===== src/rtl/accdp_pkg.sv =====
// Shared definitions for the accumulator datapath: operation codes,
// per-register source selects and the decoded control word.
package accdp_pkg;

    typedef enum logic [2:0] {
        OP_NOP  = 3'd0,
        OP_ADC  = 3'd1,
        OP_ADX  = 3'd2,
        OP_EXAX = 3'd3,
        OP_A2X  = 3'd4,
        OP_X2A  = 3'd5,
        OP_TBL  = 3'd6,
        OP_CFLG = 3'd7
    } opcode_e;

    typedef enum logic [1:0] {
        ASEL_KEEP = 2'd0,
        ASEL_SUM  = 2'd1,
        ASEL_AUX  = 2'd2,
        ASEL_TLO  = 2'd3
    } acc_sel_e;

    typedef enum logic [1:0] {
        XSEL_KEEP = 2'd0,
        XSEL_ACC  = 2'd1,
        XSEL_THI  = 2'd2
    } aux_sel_e;

    typedef enum logic [1:0] {
        CSEL_KEEP = 2'd0,
        CSEL_COUT = 2'd1,
        CSEL_IMM  = 2'd2
    } c_sel_e;

    typedef struct packed {
        acc_sel_e acc_sel;
        aux_sel_e aux_sel;
        c_sel_e   c_sel;
        logic     operand_imm;  // adder B operand: 1 = immediate, 0 = RAM
        logic     carry_in_en;  // feed the stored flag into the adder
        logic     skip_en;      // adder carry drives skip_next
    } ctrl_t;

endpackage


===== src/rtl/accdp_decode.sv =====
// Operation decoder.
// Turns the strobe and the 3-bit code into register source selects and
// adder controls. It is purely combinational and assumes the code is stable
// while op_valid is high. With the strobe low, every select is KEEP.
module accdp_decode
    import accdp_pkg::*;
(
    input  logic       op_valid,
    input  logic [2:0] op_code,
    output ctrl_t      ctrl
);

    // Map each operation onto the selects it needs; defaults hold all state.
    always_comb begin
        ctrl             = '0;
        ctrl.acc_sel     = ASEL_KEEP;
        ctrl.aux_sel     = XSEL_KEEP;
        ctrl.c_sel       = CSEL_KEEP;
        if (op_valid) begin
            case (opcode_e'(op_code))
                OP_NOP:  ;
                OP_ADC: begin
                    ctrl.acc_sel     = ASEL_SUM;
                    ctrl.c_sel       = CSEL_COUT;
                    ctrl.carry_in_en = 1'b1;
                end
                OP_ADX: begin
                    ctrl.acc_sel     = ASEL_SUM;
                    ctrl.operand_imm = 1'b1;
                    ctrl.skip_en     = 1'b1;
                end
                OP_EXAX: begin
                    ctrl.acc_sel = ASEL_AUX;
                    ctrl.aux_sel = XSEL_ACC;
                end
                OP_A2X:  ctrl.aux_sel = XSEL_ACC;
                OP_X2A:  ctrl.acc_sel = ASEL_AUX;
                OP_TBL: begin
                    ctrl.acc_sel = ASEL_TLO;
                    ctrl.aux_sel = XSEL_THI;
                end
                OP_CFLG: ctrl.c_sel = CSEL_IMM;
            endcase
        end
    end

endmodule


===== src/rtl/accdp_ripple_add.sv =====
// Parameterised ripple-carry adder.
// Built from one full-adder cell per bit. It assumes W is at least 1.
// Carry out is the final stage of the chain.
module accdp_ripple_add #(
    parameter int unsigned W = 4
) (
    input  logic [W-1:0] a,
    input  logic [W-1:0] b,
    input  logic         cin,
    output logic [W-1:0] sum,
    output logic         cout
);

    logic [W:0] chain;

    // Seed the carry chain with the incoming carry.
    assign chain[0] = cin;

    for (genvar i = 0; i < W; i++) begin : g_bit
        // One full-adder stage.
        assign sum[i]     = a[i] ^ b[i] ^ chain[i];
        assign chain[i+1] = (a[i] & b[i]) | (chain[i] & (a[i] ^ b[i]));
    end

    // Expose the last carry.
    assign cout = chain[W];

endmodule


===== src/rtl/accdp_regs.sv =====
// Architectural state: accumulator, auxiliary register and carry flag.
// Each register loads from the source its select names. The exchange reads
// the old values of both registers, which is safe because all three are
// updated on the same edge. Reset is synchronous and active low.
module accdp_regs
    import accdp_pkg::*;
#(
    parameter int unsigned W = 4
) (
    input  logic           clk,
    input  logic           rst_n,
    input  ctrl_t          ctrl,
    input  logic [W-1:0]   sum_i,
    input  logic           cout_i,
    input  logic           flag_imm_i,
    input  logic [2*W-1:0] tbl_i,
    output logic [W-1:0]   acc_q,
    output logic [W-1:0]   aux_q,
    output logic           c_q
);

    logic [W-1:0] acc_d;
    logic [W-1:0] aux_d;
    logic         c_d;

    // Accumulator next-value mux.
    always_comb begin
        case (ctrl.acc_sel)
            ASEL_SUM: acc_d = sum_i;
            ASEL_AUX: acc_d = aux_q;
            ASEL_TLO: acc_d = tbl_i[W-1:0];
            default:  acc_d = acc_q;
        endcase
    end

    // Auxiliary register next-value mux.
    always_comb begin
        case (ctrl.aux_sel)
            XSEL_ACC: aux_d = acc_q;
            XSEL_THI: aux_d = tbl_i[2*W-1:W];
            default:  aux_d = aux_q;
        endcase
    end

    // Carry flag next-value mux.
    always_comb begin
        case (ctrl.c_sel)
            CSEL_COUT: c_d = cout_i;
            CSEL_IMM:  c_d = flag_imm_i;
            default:   c_d = c_q;
        endcase
    end

    // State registers with synchronous active-low reset.
    always_ff @(posedge clk) begin
        if (!rst_n) begin
            acc_q <= '0;
            aux_q <= '0;
            c_q   <= 1'b0;
        end else begin
            acc_q <= acc_d;
            aux_q <= aux_d;
            c_q   <= c_d;
        end
    end

endmodule


===== src/rtl/accdp_top.sv =====
// Top of the accumulator datapath.
// It picks the adder operand (RAM or immediate) and gates the stored flag
// into the carry-in only for add-with-carry. The add-immediate carry goes
// straight to skip_next in the strobe cycle. It assumes the inputs are
// stable for the whole strobed cycle.
module accdp_top #(
    parameter int unsigned W = 4
) (
    input  logic           clk,
    input  logic           rst_n,
    input  logic           op_valid,
    input  logic [2:0]     op_code,
    input  logic [W-1:0]   ram_rd,
    input  logic [W-1:0]   imm,
    input  logic [2*W-1:0] tbl_word,
    output logic [W-1:0]   acc_q,
    output logic [W-1:0]   aux_q,
    output logic           cflag_q,
    output logic [W-1:0]   ram_wd,
    output logic           skip_next
);

    import accdp_pkg::*;

    ctrl_t        ctrl;
    logic [W-1:0] opnd_b;
    logic         add_cin;
    logic [W-1:0] add_sum;
    logic         add_cout;

    accdp_decode u_dec (
        .op_valid (op_valid),
        .op_code  (op_code),
        .ctrl     (ctrl)
    );

    // Adder operand and carry-in selection.
    assign opnd_b  = ctrl.operand_imm ? imm : ram_rd;
    assign add_cin = ctrl.carry_in_en & cflag_q;

    accdp_ripple_add #(.W(W)) u_add (
        .a    (acc_q),
        .b    (opnd_b),
        .cin  (add_cin),
        .sum  (add_sum),
        .cout (add_cout)
    );

    accdp_regs #(.W(W)) u_regs (
        .clk        (clk),
        .rst_n      (rst_n),
        .ctrl       (ctrl),
        .sum_i      (add_sum),
        .cout_i     (add_cout),
        .flag_imm_i (imm[0]),
        .tbl_i      (tbl_word),
        .acc_q      (acc_q),
        .aux_q      (aux_q),
        .c_q        (cflag_q)
    );

    // Outputs: store data mirrors A; skip is the add-immediate carry.
    assign ram_wd    = acc_q;
    assign skip_next = ctrl.skip_en & add_cout;

endmodule


===== config.mk =====
export PLATFORM = sky130hd
export DESIGN_NAME = accdp_top
export DESIGN_NICKNAME = d
export VERILOG_FILES = /design/src/rtl/accdp_pkg.sv /design/src/rtl/accdp_decode.sv /design/src/rtl/accdp_ripple_add.sv /design/src/rtl/accdp_regs.sv /design/src/rtl/accdp_top.sv
export SDC_FILE = /design/constraint.sdc
export NUM_CORES = 1
export LEC_CHECK = 0
export ABC_AREA = 1
export ABC_CLOCK_PERIOD_IN_PS = 7400
export BUFFER_PORTS_ARGS = -buffer_cell sky130_fd_sc_hd__buf_4
export CAP_MARGIN = 20
export CELL_PAD_IN_SITES_DETAIL_PLACEMENT = 1
export CELL_PAD_IN_SITES_GLOBAL_PLACEMENT = 1
export CORE_UTILIZATION = 33
export DETAILED_ROUTE_END_ITERATION = 10
export GPL_TIMING_DRIVEN = 0
export PLACE_DENSITY_LB_ADDON = 0.1
export REMOVE_ABC_BUFFERS = 1
export SLEW_MARGIN = 20
export SYNTH_ARGS = -nofsm -noshare
export SYNTH_HDL_FRONTEND = slang
export SYNTH_SLANG_ARGS = --single-unit
export TNS_END_PERCENT = 1

===== constraint.sdc =====
create_clock -name clk -period 7.4 [get_ports clk]
set_input_delay 0.74 -clock clk [delete_from_list [all_inputs] [get_ports clk]]
set_output_delay 0.74 -clock clk [all_outputs]
set_load 0.03 [all_outputs]

==> run summary <==
Dividing the synthesized area by the synthesized cell count gives 6.73 µm². The first-pass detailed-route iteration total came out at 4. The register-to-register setup slack came out at 5120 ps. STA classifies the critical path startpoint as an input pin. In the detailed route, the total length drawn on met3 is 115 µm.

Data arrives at the worst endpoint at 3030 ps. The final worst clock skew came out at 5.88 ps. The number of buffers created by CTS is 3.

The global-route usage over all layers came out at 20.1%. The library cell used most frequently in the layout, excluding fill and tap cells, is sky130_fd_sc_hd__buf_4. The worst hold path belongs to the class flop to flop. The origin of the critical flop-to-flop path is u_regs.c_q. The final number of setup-violating endpoints came out at 0.

The number of resized instances in the post-cts repair step came out at 0. The pin count of the biggest net entering global routing is 9. The number of maximum-capacitance violations is 0. The flow ran to the end, and the final reports show no timing, DRC or antenna violations. The final antenna-violating net count came out at 0. The largest vdd supply drop is 0.0000979 V. The placed instance count is 177.

In the routed design, unresolved DRC markers number 0. The number of different library cells in the post-synthesis netlist is 18. The final sum of negative setup slack is 0 ps. 36 I/O pins were placed. The post-route clock period utilization came out at 50.9%. The sum of routed wire length over all layers is 2.24 mm. Measured against its own limit, the worst slew margin works out to 79.1%. The count of pins over their slew limit came out at 0. The endpoint of the worst register-to-register path is u_regs.acc_q[3]. The detail-routed via count per cell came out at 4.79. The worst path needs 3770 ps of the cycle, external delays included. The timing-limited maximum frequency is 266 MHz.

The warning count from the yosys run is 0. The cell area power density is 154 mW/mm². The row count is 17. The detailed router used layers up to and including met4. The area growth from synthesis to layout is 37.0%. Setup repair after global routing left no endpoint under its margin. The number of diodes added for antenna fixing came out at 0.

The worst hold path terminates at u_regs.aux_q[2]. The worst setup path is captured at an output pin. The later-pin clock latency in the skew report is 280 ps. The detailed-route wire length per cell came out at 12.4 µm. The clock root buffer master is sky130_fd_sc_hd__clkbuf_4. Summing all multi-input logic gate instances after layout gives 490 µm². The die span in y came out at 51.1 µm. Along the worst path, the maximum fanout reaches 7. The cell area after synthesis came out at 795 µm². The deepest level of the CTS H-tree came out at 1.

The hold buffer count at CTS is 0. In this run, the number of DRC markers left after iteration 0 of detailed routing was 5. The number of setup buffers added after CTS came out at 0. The final HPWL from detailed placement came out at 1.85 mm. The congestion estimate from routability-driven global placement came to 0.760. The number of nets at the end of the flow is 182.

The area inside the core boundary came out at 0.00223 mm². The number of cells in the finished layout apart from fillers came out at 181. The number of port buffers came out at 35.

In this run the static leakage power is 0.576 nW. Of the synthesized area, sequential elements account for 22.7%. For this configuration, the core starts out at a cell density of 35.6%. The depth of the worst register-to-register path came out at 12. The sequential cell area is 180 µm².

The worst path required time came out at 6660 ps. The clock passes through at most 2 buffers. The tree built by TritonCTS fans out to 9 sinks. The number of antenna violations at the first check in global routing is 0. The total of flip-flops plus latches after synthesis is 9. The via count of the first global-routing pass is 833.

The die covers 0.00261 mm². The setup path with the least slack is of type input pin to output pin. The number of filler instances in the final layout is 313. Counting every instance in the synthesized netlist gives 118. In the layout the commonest cells are sky130_fd_sc_hd__buf_4, sky130_fd_sc_hd__inv_1, sky130_fd_sc_hd__nor2_1, sky130_fd_sc_hd__o21ai_0, sky130_fd_sc_hd__nand3_1.

The worst hold path stage count is 4. After detailed routing, the wire length on met1 is 1.00 mm. The post-route netlist has 31.4% of its cells at a drive strength greater than 1. The overflow left after global routing came out at 0. The clock-pin slew on the worst setup and hold paths is 70 ps. The die is 51.1 µm wide. The via total after detailed routing is 867. The slew at the pin closest to its max-slew limit is 313 ps. TritonCTS built the clock tree. The first-pass GRT wire length came out at 3.76 mm. Detailed routing placed a total of 1.09 mm of wire on met2. The worst hold path begins at u_regs.aux_q[2]. The number of hold violations in the final report was 0.
==> area by class of cell <==
type | count | area share, %
clock buffer | 4 | 2.41
inverter | 25 | 8.62
multi-input combinational | 80 | 45.1
sequential | 9 | 16.6
tap | 28 | 3.22
timing repair buffer | 35 | 24.1
==> flip-flops by register name, indices dropped and copies added, names as in the netlist <==
register	count
u_regs.acc_q	4
u_regs.aux_q	4
u_regs.c_q	1
==> how the worst max path moves through the flow <==
| stage | startpoint | slack, ps | depth (start not counted) | endpoint |
|---|---|---|---|---|
| floorplan | op_code[1] | 3750 | 12 | skip_next |
| global placement | op_code[1] | 3620 | 14 | skip_next |
| detailed placement | op_code[1] | 3630 | 14 | skip_next |
| CTS | op_code[1] | 3600 | 14 | skip_next |
| global route | op_code[1] | 3330 | 14 | skip_next |
| finish | op_code[1] | 3630 | 14 | skip_next |
==> where the power goes <==
| part | switching (mW) | internal, mW |
|---|---|---|
| Sequential | 0.00465 | 0.0529 |
| Clock | 0.0227 | 0.0209 |
| Combinational | 0.0385 | 0.0276 |
| Total | 0.0658 | 0.101 |
==> cell families (layout without fill, tap and decap cells) <==
| family | after synthesis | in the layout | share of synthesized area (%) |
|---|---|---|---|
| AOI/OAI and AO/OA | 21 | 21 | 13.2 |
| muxes | 4 | 4 | 5.35 |
| and+or+nand+nor | 49 | 49 | 29.9 |
| adders and majority gates | 6 | 6 | 13.2 |
| DFF | 9 | 9 | 22.7 |
| buffers and inverters | 29 | 64 | 15.6 |
==> synth_stat cells, drive strengths merged <==
cell,instances,area (µm²)
inv,25,93.8
nor2,20,92.6
o21ai,16,80.1
nand3,15,87.6
nand2,14,57.6
dfxtp,9,180
a21oi,5,25.0
buf,4,30.0
fa,4,80.1
ha,2,25.0
mux2,2,22.5
mux2i,2,20.0
==> through the flow <==
step	setup WS [ps]	hold slack, ps	power [mW]	instance area (µm²)	utilization (%)
after floorplan	3750	669	0.0974	764	-
after global placement	3620	544	0.124	1060	47.6
after detailed placement	3630	562	0.126	1060	47.6
after CTS	3600	574	0.169	1090	48.7
after global routing	3330	612	0.180	1090	48.7
final	3630	575	0.167	1090	48.7
==> worst max-delay path, stage by stage <==
cell                      delay (ps)
sky130_fd_sc_hd__buf_4           120
sky130_fd_sc_hd__inv_2            50
sky130_fd_sc_hd__nor2_4          170
sky130_fd_sc_hd__nand3_4         140
sky130_fd_sc_hd__o21ai_0         250
sky130_fd_sc_hd__fa_1            210
sky130_fd_sc_hd__inv_1            50
sky130_fd_sc_hd__fa_1            370
sky130_fd_sc_hd__fa_1            360
sky130_fd_sc_hd__inv_1            70
sky130_fd_sc_hd__fa_1            170
sky130_fd_sc_hd__inv_1            60
sky130_fd_sc_hd__nor2_1          100
sky130_fd_sc_hd__buf_4           170
==> layer usage <==
layer / vias up / track usage (%)
met5: - / 0
met4: 0 / 6.94
met3: 4 / 6.25
met2: 23 / 34.6
met1: 401 / 23.1
li1: 439 / -
Note: power is estimated with default switching activity, not from simulation.
